===== src/rtl/pwm_bank_pkg.sv =====
package pwm_bank_pkg;
  localparam int FLD_W  = 8;
  localparam int WORD_W = 32;
  localparam int NIB_W  = 4;
  localparam int SEL_W  = 3;

  localparam int CYC_PER_WORD = WORD_W / FLD_W;
  localparam int CNT_PER_WORD = WORD_W / (2 * FLD_W);
  localparam int MAP_PER_WORD = WORD_W / NIB_W;

  typedef struct packed {
    logic [FLD_W-1:0] cyc;
    logic [FLD_W-1:0] hi;
    logic [FLD_W-1:0] lo;
  } gen_cfg_t;

  typedef struct packed {
    logic             en;
    logic [SEL_W-1:0] sel;
  } pin_map_t;
endpackage


===== src/rtl/pwm_cfg_regs.sv =====
module pwm_cfg_regs
  import pwm_bank_pkg::*;
#(
  parameter int NUM_GEN = 8,
  parameter int NUM_PIN = 16,
  parameter int ADDR_W  = 4
) (
  input  logic                          clk_i,
  input  logic                          rst_ni,
  input  logic                          wr_en_i,
  input  logic [ADDR_W-1:0]             wr_addr_i,
  input  logic [WORD_W-1:0]             wr_data_i,
  input  logic [ADDR_W-1:0]             rd_addr_i,
  output logic [WORD_W-1:0]             rd_data_o,
  output gen_cfg_t [NUM_GEN-1:0]        cfg_o,
  output pin_map_t [NUM_PIN-1:0]        map_o
);
  localparam int CYC_BASE = 0;
  localparam int CNT_BASE = CYC_BASE + NUM_GEN / CYC_PER_WORD;
  localparam int MAP_BASE = CNT_BASE + NUM_GEN / CNT_PER_WORD;
  localparam int MAP_END  = MAP_BASE + NUM_PIN / MAP_PER_WORD;

  gen_cfg_t [NUM_GEN-1:0] cfg_q;
  pin_map_t [NUM_PIN-1:0] map_q;

  always_ff @(posedge clk_i or negedge rst_ni) begin
    if (!rst_ni) begin
      cfg_q <= '0;
      map_q <= '0;
    end else if (wr_en_i) begin
      for (int g = 0; g < NUM_GEN; g++) begin
        if (wr_addr_i == ADDR_W'(CYC_BASE + g / CYC_PER_WORD))
          cfg_q[g].cyc <= wr_data_i[FLD_W*(g%CYC_PER_WORD) +: FLD_W];
        if (wr_addr_i == ADDR_W'(CNT_BASE + g / CNT_PER_WORD)) begin
          cfg_q[g].hi <= wr_data_i[2*FLD_W*(g%CNT_PER_WORD) +: FLD_W];
          cfg_q[g].lo <= wr_data_i[2*FLD_W*(g%CNT_PER_WORD)+FLD_W +: FLD_W];
        end
      end
      for (int p = 0; p < NUM_PIN; p++) begin
        if (wr_addr_i == ADDR_W'(MAP_BASE + p / MAP_PER_WORD))
          map_q[p] <= wr_data_i[NIB_W*(p%MAP_PER_WORD) +: NIB_W];
      end
    end
  end

  always_comb begin
    rd_data_o = '0;
    for (int g = 0; g < NUM_GEN; g++) begin
      if (rd_addr_i == ADDR_W'(CYC_BASE + g / CYC_PER_WORD))
        rd_data_o[FLD_W*(g%CYC_PER_WORD) +: FLD_W] = cfg_q[g].cyc;
      if (rd_addr_i == ADDR_W'(CNT_BASE + g / CNT_PER_WORD)) begin
        rd_data_o[2*FLD_W*(g%CNT_PER_WORD) +: FLD_W]       = cfg_q[g].hi;
        rd_data_o[2*FLD_W*(g%CNT_PER_WORD)+FLD_W +: FLD_W] = cfg_q[g].lo;
      end
    end
    for (int p = 0; p < NUM_PIN; p++) begin
      if (rd_addr_i == ADDR_W'(MAP_BASE + p / MAP_PER_WORD))
        rd_data_o[NIB_W*(p%MAP_PER_WORD) +: NIB_W] = map_q[p];
    end
  end

  assign cfg_o = cfg_q;
  assign map_o = map_q;

  // writes outside the map leave every field untouched
  assert_unmapped_wr_R5: assert property (@(posedge clk_i) disable iff (!rst_ni)
    (wr_en_i && (int'(wr_addr_i) >= MAP_END)) |=> ($stable(cfg_q) && $stable(map_q)));
endmodule


===== src/rtl/pwm_wave_gen.sv =====
module pwm_wave_gen
  import pwm_bank_pkg::*;
(
  input  logic     clk_i,
  input  logic     rst_ni,
  input  logic     tick_i,
  input  gen_cfg_t cfg_i,
  output logic     wave_o,
  output logic     end_o
);
  localparam int SLOT_W = FLD_W + 1;

  gen_cfg_t          act_q;
  logic [FLD_W-1:0]  pre_q;
  logic [SLOT_W-1:0] slot_q;
  logic [SLOT_W-1:0] len;
  logic              pre_last, slot_last;

  assign len       = {1'b0, act_q.hi} + {1'b0, act_q.lo};
  assign pre_last  = ({1'b0, pre_q} + SLOT_W'(1)) >= {1'b0, act_q.cyc};
  assign slot_last = (slot_q + SLOT_W'(1)) >= len;
  assign end_o     = tick_i && pre_last && slot_last;
  assign wave_o    = slot_q < {1'b0, act_q.hi};

  always_ff @(posedge clk_i or negedge rst_ni) begin
    if (!rst_ni) begin
      act_q  <= '0;
      pre_q  <= '0;
      slot_q <= '0;
    end else if (tick_i) begin
      if (pre_last) begin
        pre_q <= '0;
        if (slot_last) begin
          slot_q <= '0;
          act_q  <= cfg_i;   // shadow takes effect only at period end
        end else begin
          slot_q <= slot_q + SLOT_W'(1);
        end
      end else begin
        pre_q <= pre_q + FLD_W'(1);
      end
    end
  end

  assert_cfg_hold_R8: assert property (@(posedge clk_i) disable iff (!rst_ni)
    !end_o |=> $stable(act_q));
  assert_slot_range_R6: assert property (@(posedge clk_i) disable iff (!rst_ni)
    (slot_q == '0) || (slot_q < len));
  assert_full_high_R7: assert property (@(posedge clk_i) disable iff (!rst_ni)
    (act_q.hi == '1 && act_q.lo == '0) |-> wave_o);
endmodule


===== src/rtl/pwm_pin_sel.sv =====
module pwm_pin_sel
  import pwm_bank_pkg::*;
#(
  parameter int NUM_GEN = 8
) (
  input  logic               clk_i,
  input  logic               rst_ni,
  input  pin_map_t           map_i,
  input  logic [NUM_GEN-1:0] wave_i,
  input  logic [NUM_GEN-1:0] end_i,
  output logic               pin_o
);
  logic hold_q;

  // hold keeps a switched-off pin live until its generator wraps
  always_ff @(posedge clk_i or negedge rst_ni) begin
    if (!rst_ni)                hold_q <= 1'b0;
    else if (map_i.en)          hold_q <= 1'b1;
    else if (end_i[map_i.sel])  hold_q <= 1'b0;
  end

  assign pin_o = (map_i.en | hold_q) & wave_i[map_i.sel];

  assert_release_at_end_R10: assert property (@(posedge clk_i) disable iff (!rst_ni)
    $fell(hold_q) |-> $past(end_i[map_i.sel]));
  assert_quiet_after_release_R11: assert property (@(posedge clk_i) disable iff (!rst_ni)
    (!map_i.en && $past(!map_i.en && end_i[map_i.sel])) |-> !pin_o);
endmodule


===== src/rtl/pwm_gen_bank.sv =====
module pwm_gen_bank
  import pwm_bank_pkg::*;
#(
  parameter int NUM_GEN = 8,
  parameter int NUM_PIN = 16,
  parameter int ADDR_W  = 4
) (
  input  logic               clk_i,
  input  logic               rst_ni,
  input  logic               tick_i,
  input  logic               wr_en_i,
  input  logic [ADDR_W-1:0]  wr_addr_i,
  input  logic [31:0]        wr_data_i,
  input  logic [ADDR_W-1:0]  rd_addr_i,
  output logic [31:0]        rd_data_o,
  output logic [NUM_PIN-1:0] pin_o,
  output logic [NUM_GEN-1:0] gen_wave_o
);
  gen_cfg_t [NUM_GEN-1:0] cfg;
  pin_map_t [NUM_PIN-1:0] map;
  logic     [NUM_GEN-1:0] gen_end;

  pwm_cfg_regs #(.NUM_GEN(NUM_GEN), .NUM_PIN(NUM_PIN), .ADDR_W(ADDR_W)) i_regs (
    .clk_i, .rst_ni, .wr_en_i, .wr_addr_i, .wr_data_i, .rd_addr_i, .rd_data_o,
    .cfg_o(cfg), .map_o(map)
  );

  for (genvar g = 0; g < NUM_GEN; g++) begin : g_gen
    pwm_wave_gen i_gen (
      .clk_i, .rst_ni, .tick_i, .cfg_i(cfg[g]),
      .wave_o(gen_wave_o[g]), .end_o(gen_end[g])
    );
  end

  for (genvar p = 0; p < NUM_PIN; p++) begin : g_pin
    pwm_pin_sel #(.NUM_GEN(NUM_GEN)) i_pin (
      .clk_i, .rst_ni, .map_i(map[p]), .wave_i(gen_wave_o), .end_i(gen_end),
      .pin_o(pin_o[p])
    );
  end

  assert_pin_source_R9: assert property (@(posedge clk_i) disable iff (!rst_ni)
    (|pin_o) |-> (|gen_wave_o));
endmodule


===== config.mk =====
export PLATFORM = sky130hd
export DESIGN_NAME = pwm_gen_bank
export DESIGN_NICKNAME = d
export VERILOG_FILES = /design/src/rtl/pwm_bank_pkg.sv /design/src/rtl/pwm_cfg_regs.sv /design/src/rtl/pwm_wave_gen.sv /design/src/rtl/pwm_pin_sel.sv /design/src/rtl/pwm_gen_bank.sv
export SDC_FILE = /design/constraint.sdc
export NUM_CORES = 1
export LEC_CHECK = 0
export CORE_MARGIN = 1
export CORE_UTILIZATION = 63
export DETAILED_ROUTE_END_ITERATION = 10
export GPL_TIMING_DRIVEN = 0
export PLACE_DENSITY = 0.81
export SETUP_SLACK_MARGIN = 0.4
export SYNTH_ARGS = -nofsm -noshare
export SYNTH_HDL_FRONTEND = slang
export SYNTH_HIERARCHICAL = 1
export SYNTH_SLANG_ARGS = --single-unit

===== constraint.sdc =====
create_clock -name clk_i -period 6.34 [get_ports clk_i]
set_clock_uncertainty 0.15 [all_clocks]
set_input_delay 1.902 -clock clk_i [delete_from_list [all_inputs] [get_ports clk_i]]
set_output_delay 1.902 -clock clk_i [all_outputs]
set_load 0.1 [all_outputs]

==> impl_metrics.py <==
metrics = {
    "status": {
        "status": "finished, final reports clean",
    },
    "grt": {
        "grt-ovfl-total": 0,
        "grt_first_pass_wirelength_um": 170000,
        "grtUsageTotal_pct": 36.8,
        "grt_pass1_vias": 29084,
        "grt_start_max_net_pins": 125,
        "antenna_found_initial": 4,
    },
    "cts": {
        "cts_tree": "done",
        "h-tree-depth": 3,
        "path_clk_slew_ps": 60,
        "clock_path_buffers": 3,
        "cts_hold_buf": 0,
        "clockRootBuffer": "clkbuf_16",
        "clkLatencyLatePin_ps": 610,
        "clock-sinks": 600,
        "cts_made_buffers": 67,
    },
    "placement": {
        "place_congestion": 0.960,
        "io_buffers": 96,
        "dpl_cell_area_um2": 40000,
        "dp_hpwl_um": 79700,
        "pre_cts_slack_ps": -1280,
    },
    "worst_setup_path": {
        "r2r_cells": 17,
        "cp_common_cell": "buf_2",
        "slowest_stage": "dlygate4sd2_1",
        "rrSetupSlack_ps": 1510,
        "r2r_start": "g_gen[0].i_gen/act_q[8]$_DFFE_PN0P_",
        "crit_chain": "dlygate4sd2_1, clkbuf_2, buf_2, o22ai_1, a21o_1, buf_2",
        "cp-end-kind": "output pin",
        "crit_buf_inv": 4,
        "critical_path_depth": 6,
        "r2r_end": "g_pin[6].i_pin/hold_q$_DFFE_PN0P_",
        "critical-path-top-delay-family": "buffers and inverters",
        "cp.arrival_ps": 3910,
        "required_ps": 4290,
        "cp_slowest_stage_delay_ps": 550,
        "start_kind": "input pin",
        "crit_fanout": 10,
        "criticalPathCategory": "in -> out",
    },
    "timing": {
        "setup_ws_ps": 376,
        "timing.final.crit_share_pct": 94.1,
        "slew_viol_final": 0,
        "grt_setup_unrepaired": "yes",
        "setup_tns_ps": 0,
        "max_freq_mhz": 168,
        "worst_pin_slew_ps": 1020,
        "hold_violations": 0,
        "final-setup-viol-count": 0,
        "relSlewSlack_pct": 31.5,
        "period_needed_ps": 5960,
        "whs_ps": 358,
    },
    "routing": {
        "wl_per_cell_um": 25.8,
        "drt_iter0_markers": 2513,
        "firstDrtPassIters": 6,
        "drc": 0,
        "ant_nets": 0,
        "wl_um": 110000,
        "vias": 28448,
        "via_per_inst": 6.67,
    },
    "power": {
        "powerDensity_nw_per_um2": 575,
        "vdd_drop_max_v": 0.00160,
        "seq_power_share_pct": 26.0,
        "internal_power_w": 0.0131,
        "power_frac_comb_pct": 57.3,
        "swShare_pct": 46.4,
        "power_leakage_nw": 19.3,
        "switching_power_w": 0.0114,
        "p_clk_share_pct": 16.8,
    },
    "floorplanning": {
        "chipHeight_um": 246,
        "dieArea_um2": 60600,
        "row_count": 89,
        "core_um2": 58900,
        "start_util_pct": 63.7,
        "ioPinCount": 100,
        "die_x_um": 246,
    },
    "cells_and_area": {
        "stdcell_area_um2": 42700,
        "areaGrowthSynthToFinish_pct": 13.6,
        "nNetsFinal": 3769,
        "drive_gt1_share_pct": 26.2,
    },
    "logic_synthesis": {
        "syn_inst": 3265,
        "async_flop_share_pct": 100,
        "synth_edf_count": 0,
        "ys_seq_elements": 600,
        "synth_fp_nets": 3589,
        "yosysUniqueCellTypes": 84,
        "synth-main-ff-cell": "dfrtp_1",
        "ys_seq_area_share_pct": 40.0,
        "syn_area_per_cell_um2": 11.5,
        "ys_warn_count": 6,
        "syn-cell-area_um2": 37600,
    },
    "min_path": {
        "min_path_cells": 1,
        "hold_end": "g_gen[5].i_gen/act_q[23]$_DFFE_PN0P_",
        "hold_class": "reg -> reg",
        "worstHoldStart": "g_gen[5].i_gen/act_q[23]$_DFFE_PN0P_",
    },
    "run": {
        "max_cap_violations": 0,
    },
}
==> cells in the mapped netlist, drive strengths merged, types with 16 or more instances <==
cell type,instances,area [um^2]
a211oi,33,328
a21o,44,330
o22a,18,164
nor2b,61,382
o21ai,121,613
o211ai,16,120
a41o,18,180
a221oi,25,219
mux2,496,6130
mux2i,78,781
or3,21,131
inv,200,751
nand3b,21,170
nor2,141,539
o22ai,50,313
xor2,61,534
or2,24,150
mux4,52,1290
nand2,137,522
a221o,23,230
o2bb2ai,46,403
buf,82,601
clkbuf,40,170
xnor2,71,622
nand4,24,150
nand3,103,561
a21oi,94,470
and3,33,206
ha,272,3400
dfrtp,600,15000
o31ai,17,128
nand2b,64,400
nor3,21,135
==> sequential cells by signal, summed over array words and instances (netlist names) <==
signal / count
g_gen.i_gen/act_q: 192
i_regs/cfg_o: 192
g_gen.i_gen/slot_q: 72
g_gen.i_gen/pre_q: 64
i_regs/map_o: 64
g_pin.i_pin/hold_q: 16
==> power groups by stage <==
stage	registers [W]	logic [W]	clock network (W)
after floorplan	0.00581	0.0105	0
after global placement	0.00631	0.0131	0
after detailed placement	0.00637	0.0137	0
after CTS	0.00632	0.0138	0.00415
after global routing	0.00648	0.0150	0.00430
final	0.00636	0.0140	0.00411
==> cells in the final DEF, fill, tap and decap left out, drive strengths merged, types with 46 or more instances in the layout <==
master   Yosys  routed
o2bb2ai     46      46
nand3      103     103
mux4        52      52
mux2i       78      78
xnor2       71      71
o21ai      121     121
clkbuf      40     138
buf         82     136
nor2b       61      61
ha         272     272
a21oi       94      94
nor2       141     141
nand2      137     137
o22ai       50      50
xor2        61      61
mux2       496     496
inv        200     202
dfrtp      600     600
nand2b      64      64
==> kinds of logic after synthesis <==
group | share of synthesized area (%)
flip-flops | 40.0
AND/OR/NAND/NOR | 9.54
adder cells (fa/ha/maj) | 9.49
XOR/XNOR | 3.08
AO/OA/AOI/OAI | 12.0
multiplexers | 21.8
buffers and inverters | 4.11
==> metal layers <==
| metal | up-vias | wire length (um) | GRT usage (%) |
|---|---|---|---|
| met3 | 374 | 10300 | 9.00 |
| met5 | - | 22 | 0 |
| li1 | 12457 | - | - |
| met4 | 4 | 5810 | 17.6 |
| met1 | 14279 | 42900 | 46.9 |
| met2 | 1334 | 51000 | 58.8 |
==> worst max-delay path by stage <==
stage,from,end,slack [ps]
after floorplan,g_gen[2].i_gen/act_q[9]$_DFFE_PN0P_,pin_o[0],-40
after global placement,rst_ni,g_gen[7].i_gen/slot_q[1]$_DFFE_PN0P_,-22910
after detailed placement,rd_addr_i[3],rd_data_o[16],-1280
after CTS,g_gen[2].i_gen/act_q[9]$_DFFE_PN0P_,pin_o[2],400
after global routing,rd_addr_i[3],rd_data_o[2],360
final,rd_addr_i[3],rd_data_o[2],380
==> what timing repair did <==
action	in CTS	in global routing
gates cloned	0	0
endpoints found under the setup margin	55	33
pin swaps	5	5
setup buffers	4	3
gates resized for setup	354	22
==> metrics by stage <==
| stage | utilization [%] | total power, W | std cells |
|---|---|---|---|
| 3_3_place_gp | 67.6 | 0.0194 | 4134 |
| 2_1_floorplan | - | 0.0163 | 3265 |
| 6_report | 72.4 | 0.0245 | 4268 |
| 5_1_grt | 72.4 | 0.0258 | 4267 |
| 4_1_cts | 72.3 | 0.0242 | 4264 |
| 3_5_place_dp | 67.9 | 0.0200 | 4142 |
==> layout make-up <==
cell class,count,area [um^2]
clock inverters,25,339
inverters,206,774
diodes,1,2.50
multi-input cells,2337,21500
clock buffers,93,1970
plain buffers,122,856
repair buffers,111,1270
flip-flops and latches,600,15000
well taps,773,967
fillers,3874,16300
Power figures use the tool's default switching activity.
